### src/rtl/gdrv_fault_pkg.sv
package gdrv_fault_pkg;

    // number of gate channels supervised (one half bridge)
    localparam int NCH = 2;

    // fault flags as they enter the synchronizer
    typedef struct packed {
        logic           uv;
        logic [NCH-1:0] desat;
    } flt_vec_t;

    localparam int FLT_W = $bits(flt_vec_t);

    typedef enum logic {
        FS_CLEAR   = 1'b0,
        FS_TRIPPED = 1'b1
    } fstate_e;

    // merge qualified sources into one trip request
    function automatic logic merge_fault(input flt_vec_t q);
        return q.uv | (|q.desat);
    endfunction

endpackage

### src/rtl/fsup_sync.sv
module fsup_sync #(
    parameter int W      = 3,
    parameter int STAGES = 2
) (
    input  logic         clk,
    input  logic         rst,
    input  logic [W-1:0] d,
    output logic [W-1:0] q
);
    logic [W-1:0] stg [STAGES];

    always_ff @(posedge clk) begin
        if (rst) stg[0] <= '0;
        else     stg[0] <= d;
    end

    for (genvar k = 1; k < STAGES; k++) begin : g_stage
        always_ff @(posedge clk) begin
            if (rst) stg[k] <= '0;
            else     stg[k] <= stg[k-1];
        end
    end

    assign q = stg[STAGES-1];
endmodule

### src/rtl/fsup_blank.sv
module fsup_blank #(
    parameter int BLANK_CYC = 6
) (
    input  logic clk,
    input  logic rst,
    input  logic cmd,
    input  logic desat_s,
    output logic qual
);
    localparam int CW = (BLANK_CYC < 2) ? 1 : $clog2(BLANK_CYC + 1);
    localparam logic [CW-1:0] RELOAD = CW'(BLANK_CYC - 1);

    logic          cmd_d;
    logic [CW-1:0] cnt;
    logic          rise;
    logic          blanking;

    assign rise     = cmd & ~cmd_d;
    assign blanking = rise | (cnt != '0);
    assign qual     = desat_s & cmd & ~blanking;

    always_ff @(posedge clk) begin
        if (rst) begin
            cmd_d <= 1'b0;
            cnt   <= '0;
        end else begin
            cmd_d <= cmd;
            if (rise)
                cnt <= RELOAD;
            else if (cnt != '0)
                cnt <= cnt - 1'b1;
        end
    end
endmodule

### src/rtl/fsup_latch.sv
module fsup_latch
    import gdrv_fault_pkg::*;
(
    input  logic    clk,
    input  logic    rst,
    input  logic    both_low,
    input  logic    evt,
    output fstate_e state
);
    fstate_e state_nx;

    always_comb begin
        if (evt)
            state_nx = FS_TRIPPED;
        else if (both_low)
            state_nx = FS_CLEAR;
        else
            state_nx = state;
    end

    always_ff @(posedge clk) begin
        if (rst) state <= FS_CLEAR;
        else     state <= state_nx;
    end
endmodule

### src/rtl/gdrv_fault_sup.sv
module gdrv_fault_sup
    import gdrv_fault_pkg::*;
#(
    parameter int BLANK_CYC   = 6,
    parameter int SYNC_STAGES = 2
) (
    input  logic           clk,
    input  logic           rst,
    input  logic [NCH-1:0] pwm_cmd,
    input  logic [NCH-1:0] desat_flag,
    input  logic           uv_flag,
    output logic           block_o,
    output logic           err_n
);
    flt_vec_t       raw_flt;
    flt_vec_t       syn_flt;
    flt_vec_t       qual_flt;
    logic [NCH-1:0] desat_q;
    logic           fault_evt;
    logic           both_low;
    fstate_e        fstate;

    assign raw_flt.uv    = uv_flag;
    assign raw_flt.desat = desat_flag;

    fsup_sync #(.W(FLT_W), .STAGES(SYNC_STAGES)) u_sync (
        .clk (clk),
        .rst (rst),
        .d   (raw_flt),
        .q   (syn_flt)
    );

    for (genvar i = 0; i < NCH; i++) begin : g_ch
        fsup_blank #(.BLANK_CYC(BLANK_CYC)) u_blank (
            .clk     (clk),
            .rst     (rst),
            .cmd     (pwm_cmd[i]),
            .desat_s (syn_flt.desat[i]),
            .qual    (desat_q[i])
        );
    end

    assign qual_flt.uv    = syn_flt.uv;
    assign qual_flt.desat = desat_q;
    assign fault_evt      = merge_fault(qual_flt);
    assign both_low       = ~|pwm_cmd;

    fsup_latch u_latch (
        .clk      (clk),
        .rst      (rst),
        .both_low (both_low),
        .evt      (fault_evt),
        .state    (fstate)
    );

    assign block_o = (fstate == FS_TRIPPED);
    assign err_n   = (fstate != FS_TRIPPED);
endmodule

### config.mk
export PLATFORM = sky130hd
export DESIGN_NAME = gdrv_fault_sup
export DESIGN_NICKNAME = d
export VERILOG_FILES = /design/src/rtl/gdrv_fault_pkg.sv /design/src/rtl/fsup_sync.sv /design/src/rtl/fsup_blank.sv /design/src/rtl/fsup_latch.sv /design/src/rtl/gdrv_fault_sup.sv
export SDC_FILE = /design/constraint.sdc
export NUM_CORES = 1
export LEC_CHECK = 0
export ABC_AREA = 0
export ABC_CLOCK_PERIOD_IN_PS = 1900
export BUFFER_PORTS_ARGS = -buffer_cell sky130_fd_sc_hd__clkbuf_2
export CORE_MARGIN = 10
export CORE_UTILIZATION = 25
export CTS_CLUSTER_DIAMETER = 60
export CTS_CLUSTER_SIZE = 30
export DETAILED_ROUTE_END_ITERATION = 8
export MAX_ROUTING_LAYER = met4
export PLACE_DENSITY = 0.48
export SETUP_SLACK_MARGIN = 0.3
export SYNTH_ARGS = -nofsm -noshare
export SYNTH_HDL_FRONTEND = slang
export SYNTH_SLANG_ARGS = --single-unit
### constraint.sdc
create_clock -name clk -period 1.9 [get_ports clk]
set_clock_uncertainty 0.2 [all_clocks]
set_input_delay 0.19 -clock clk [delete_from_list [all_inputs] [get_ports clk]]
set_output_delay 0.19 -clock clk [all_outputs]
set_load 0.1 [all_outputs]
# Word level (Yosys, flattened, before mapping)
# Memory sizes are Yosys's and may differ from the RTL's.
# Index checks and enable logic that the tools add are counted.
[word_totals] mem_count=1 ramBits=6 word_cells=46 regBits=9
[op_classes] n_reduce_logical=8 n_mux=11 add_sub_neg=2 n_eq_ne=1 bitwise_logic=16
[memory_table] memory="u_sync.stg" words=2 word_bits=3 rd=2 rd_clocked_by_memory_dff=0 write_ports=2 line="fsup_sync.sv:10" rtl="logic [W-1:0] stg [STAGES];"
[op_table] operator="3-bit two-way mux" count=6
[op_table] operator="2-bit OR reduction" count=4
[op_table] operator="1-bit AND" count=6
[op_table] operator="3-bit nonzero test" count=2
[op_table] operator="3-bit by 1-bit subtractor with 3-bit output, second input constant" count=2
[op_table] operator="1-bit two-way mux" count=5
[op_table] operator="1-bit inverter" count=5
[op_table] operator="1-bit bitwise OR" count=5
[op_table] operator="2-bit nonzero test" count=2
[op_table] operator="2-bit != test, second input constant" count=1

# Depth between registers and ports, before layout
[logic_depth] ltp_word=8 mapped_depth=6 mapped_depth_nobuf=6

# By module
# From an unflattened synthesis, not the netlist that was laid out.
[unflattened] hier_cells=61 hier_area_um2=630.6
[by_module_without_submodules] mod="fsup_blank" cells_per_inst=21 area_each_um2=210.2 instances=2
[by_module_without_submodules] mod="fsup_sync" cells_per_inst=12 area_each_um2=157.7 instances=1
[by_module_without_submodules] mod="fsup_latch" cells_per_inst=4 area_each_um2=38.8 instances=1
[by_module_without_submodules] mod="gdrv_fault_sup" cells_per_inst=3 area_each_um2=13.8 instances=1

# Worst setup path after synthesis
# Ideal clock, no wire load.
[synth_timing] kind="register to output" start="reg u_latch.state" end="out err_n" path_slack_ns=-0.116 path_stages_with_launch=2 arrival_ns=1.626 cell_sequence="dfxtp_1 -> inv_1"
[synth_via] elab_chain_cells=1
[synth_lines] item="from (decl)" line="fsup_latch.sv:8" rtl="output fstate_e state"
[synth_lines] item="from (signal assigned)" line="fsup_latch.sv:23" rtl="else state <= state_nx;"
[synth_lines] item="1-bit inverter" line="gdrv_fault_sup.sv:57" rtl="assign err_n = (fstate != FS_TRIPPED);"
[synth_lines] item="to (decl)" line="gdrv_fault_sup.sv:13" rtl="output logic err_n"
# Every way passes these cells.

# Worst setup path after layout
# Same ends and word-level chain as after synthesis.

==> impl_results.md <==
- Status: completed
- Least-Margin Pin Slew: between 500 and 600 ps
- Critical path peak fanout: 3
- Dpl hpwl: around 750 microns
- Antenna-violating nets left: 0
- Critical path required time: 1510 ps
- Min cycle time layout: 1530 ps
- TritonCTS clock tree: yes
- PD cells: roughly 910 mW/mm^2
- Max IR drop VDD: approximately 0.32 mV
- Via density: 3.95
- Drt total wl: about 1000 microns
- Most common cell after layout, fill and taps aside: dfxtp_1
- Synthesized cell area: between 600 and 700 sq um
- Tcrit/Tclk final: 0.803
- Most frequent cells in the layout: dfxtp_1, nor2b_1, inv_1, clkbuf_2, dlygate4sd3_1
- Total Routing Usage GR: 0.0455
- Leak: between 0.3 and 0.4 nW
- Die X: around 70 microns
- Vias in the first global route: 432
- Area growth, synth to finish: 24.8%
- Core Box Area: 0.00243 sq mm
- Max-Cap Viols: 0
- Final nets: 89
- Seq pwr share: 0.500
- Iteration-0 DRC count of the detailed router: 5
- Row cnt: 18
- Switching share of total power: 0.297
- Sw Pwr: around 210 uW
- RSZ-0062 raised after global routing: false
- Reg2reg start: g_ch[0].u_blank.cnt[0]
- Post-Syn Nets: just over 70
- Later-pin clock latency in the skew report: roughly 280 ps
- Worst hold path class: in2reg
- CTS Buffer Depth: 2
- DIE AREA: 0.00493 sq mm
- Htree depth: 1
- Synthesized netlist cell count: just under 60
- Startpoint Class: flop
- Initial antenna violation count: 0
- CTS Root Buffer Type: clkbuf_4
- Final setup fails: 0
- Max-slew violations: 0
- Layout cells sized above 1: 0.240
- Crit path capture type: output pin
- Synth warnings: 0
- CP Launch Point: u_latch.state
- Largest net degree at the start of global routing: 16
- Filler cells: around 260
- First-pass GRT wire length: around 1800 microns
- Crit Path Category: reg2out
- WP data arrival: between 1000 and 1500 ps
- Gr ovfl total: 0
- I/O Pins: 9
- Post-CTS Repair Setup Buffers: 0
- First-pass DRT Iterations: 3
- CTS clk-pin slew, worst paths: about 90 ps
- PortBufs: 8
- Slew margin rel.: 0.640
- Fmax: 0.655 GHz
- #FFs+latches synth: 15
- Final Non-Filler Cells: 105
- Worst r2r path cells: 5
- Avg Cell Area, Syn: ~11 sq um
- Clock power frac: 0.249
- Num CTS Buffers: 3
- Worst R2R End: g_ch[0].u_blank.cnt[1]
- Routed len/inst: approximately 9.4 microns
- Chip Height: between 70 and 80 microns
- Initial Util: 0.259
- Fin. Hold Viols: 0
- Placer Congestion: approximately 0.7
- Placed Cells: 96
- Combinational share of power: 0.250
- Diode count: 0
- R2R Setup Slk: approximately 410 ps
- Worst setup path end: err_n
- Routed vias: 415
- Drt drc: 0
- Setup TNS: 0 ps
- Post-synthesis sequential area ratio: 0.476
- Netlist cell types: 15
- Clk sinks: 15
- Internal power: about 500 uW
cell usage after synthesis:
library cell	n	area, sq um
nor2b_1	12	75.1
ha_1	6	75.1
inv_1	9	33.8
xor2_1	2	17.5
nor4b_4	1	23.8
a41oi_1	1	8.76
o21ai_0	1	5.00
mux2i_1	2	20.0
a21oi_1	4	20.0
buf_6	1	11.3
nand2b_1	2	12.5
nand4_1	1	6.26
a2111oi_2	1	15.0
dfxtp_1	15	300
a31oi_1	1	6.26
metal layers:
metal | up-vias | part of all wire | GRT usage
met2 | 8 | 0.45 | 0.0639
met3 | 2 | 0.033 | 0.0155
met1 | 184 | 0.48 | 0.0477
li1 | 221 | - | -
met4 | 0 | 0.034 | 0.0461
met5 | - | 0 | -
per-stage QoR:
| step | area (sq um) | power, mW | utilization | hold WS, ps | setup slack (ps) |
|---|---|---|---|---|---|
| 2_1_floorplan | 638 | 0.505 | - | 61.6 | 437 |
| 3_3_place_gp | 704 | 0.535 | 0.290 | 199 | 359 |
| 3_5_place_dp | 704 | 0.538 | 0.290 | 204 | 350 |
| 4_1_cts | 782 | 0.730 | 0.322 | 98.8 | 330 |
| 5_1_grt | 787 | 0.767 | 0.324 | 141 | 327 |
| 6_report | 787 | 0.718 | 0.324 | 102 | 373 |
cell type report:
cell class | instances | area, sq um | share of cell area
sequential | 15 | 304 | 0.386
clock buffer | 3 | 22.5 | 0.0286
tap | 30 | 37.5 | 0.0477
multi-input combinational | 34 | 290 | 0.369
inverter | 9 | 37.5 | 0.0477
timing repair buffer | 13 | 90.1 | 0.114
clock inverter | 1 | 5.00 | 0.00636
worst min-delay path by stage:
| stage | slack, ps | end | cells past startpoint | startpoint |
|---|---|---|---|---|
| final | 100 | u_latch.state | 2 | rst |
| after global routing | 140 | u_latch.state | 2 | rst |
| after CTS | 100 | u_latch.state | 2 | rst |
| after detailed placement | 200 | u_sync.stg[0][0] | 2 | desat_flag[0] |
| after global placement | 200 | u_sync.stg[0][1] | 2 | desat_flag[1] |
| after floorplan | 60 | g_ch[0].u_blank.cmd_d | 1 | rst |
critical path, cell delays in order, from the launching register on:
cell and delay, ps:
dfxtp_4 370, clkinvlp_4 50, clkbuf_2 440
state kept, by name, summed over array words and instances (netlist names):
| name | cells |
|---|---|
| u_latch.state | 1 |
| u_sync.stg | 6 |
| g_ch.u_blank.cnt | 6 |
| g_ch.u_blank.cmd_d | 2 |
power by group through the flow:
stage | sequential, mW | combinational (mW) | clock, mW
final | 0.359 | 0.180 | 0.179
after global routing | 0.364 | 0.203 | 0.200
after CTS | 0.360 | 0.180 | 0.189
after detailed placement | 0.367 | 0.171 | 0
after global placement | 0.366 | 0.168 | 0
after floorplan | 0.372 | 0.133 | 0
cells by family (layout without fill, tap and decap cells):
| group | Yosys count | in the layout | share of synthesized area |
|---|---|---|---|
| buf+inv | 10 | 26 | 0.0714 |
| fa+ha+maj | 6 | 6 | 0.119 |
| xor+xnor | 2 | 2 | 0.0278 |
| simple gates | 16 | 16 | 0.187 |
| flops | 15 | 15 | 0.476 |
| mux | 2 | 2 | 0.0317 |
| compound gates | 8 | 8 | 0.0873 |
repair_timing:
item / 4_1_cts / 5_1_grt
hold buffers: 5 / 0
endpoints found under the setup margin: 0 / 2
gates resized for setup: 0 / 2
hold endpoints to repair: 5 / 0
(Power assumes the default switching activity.)
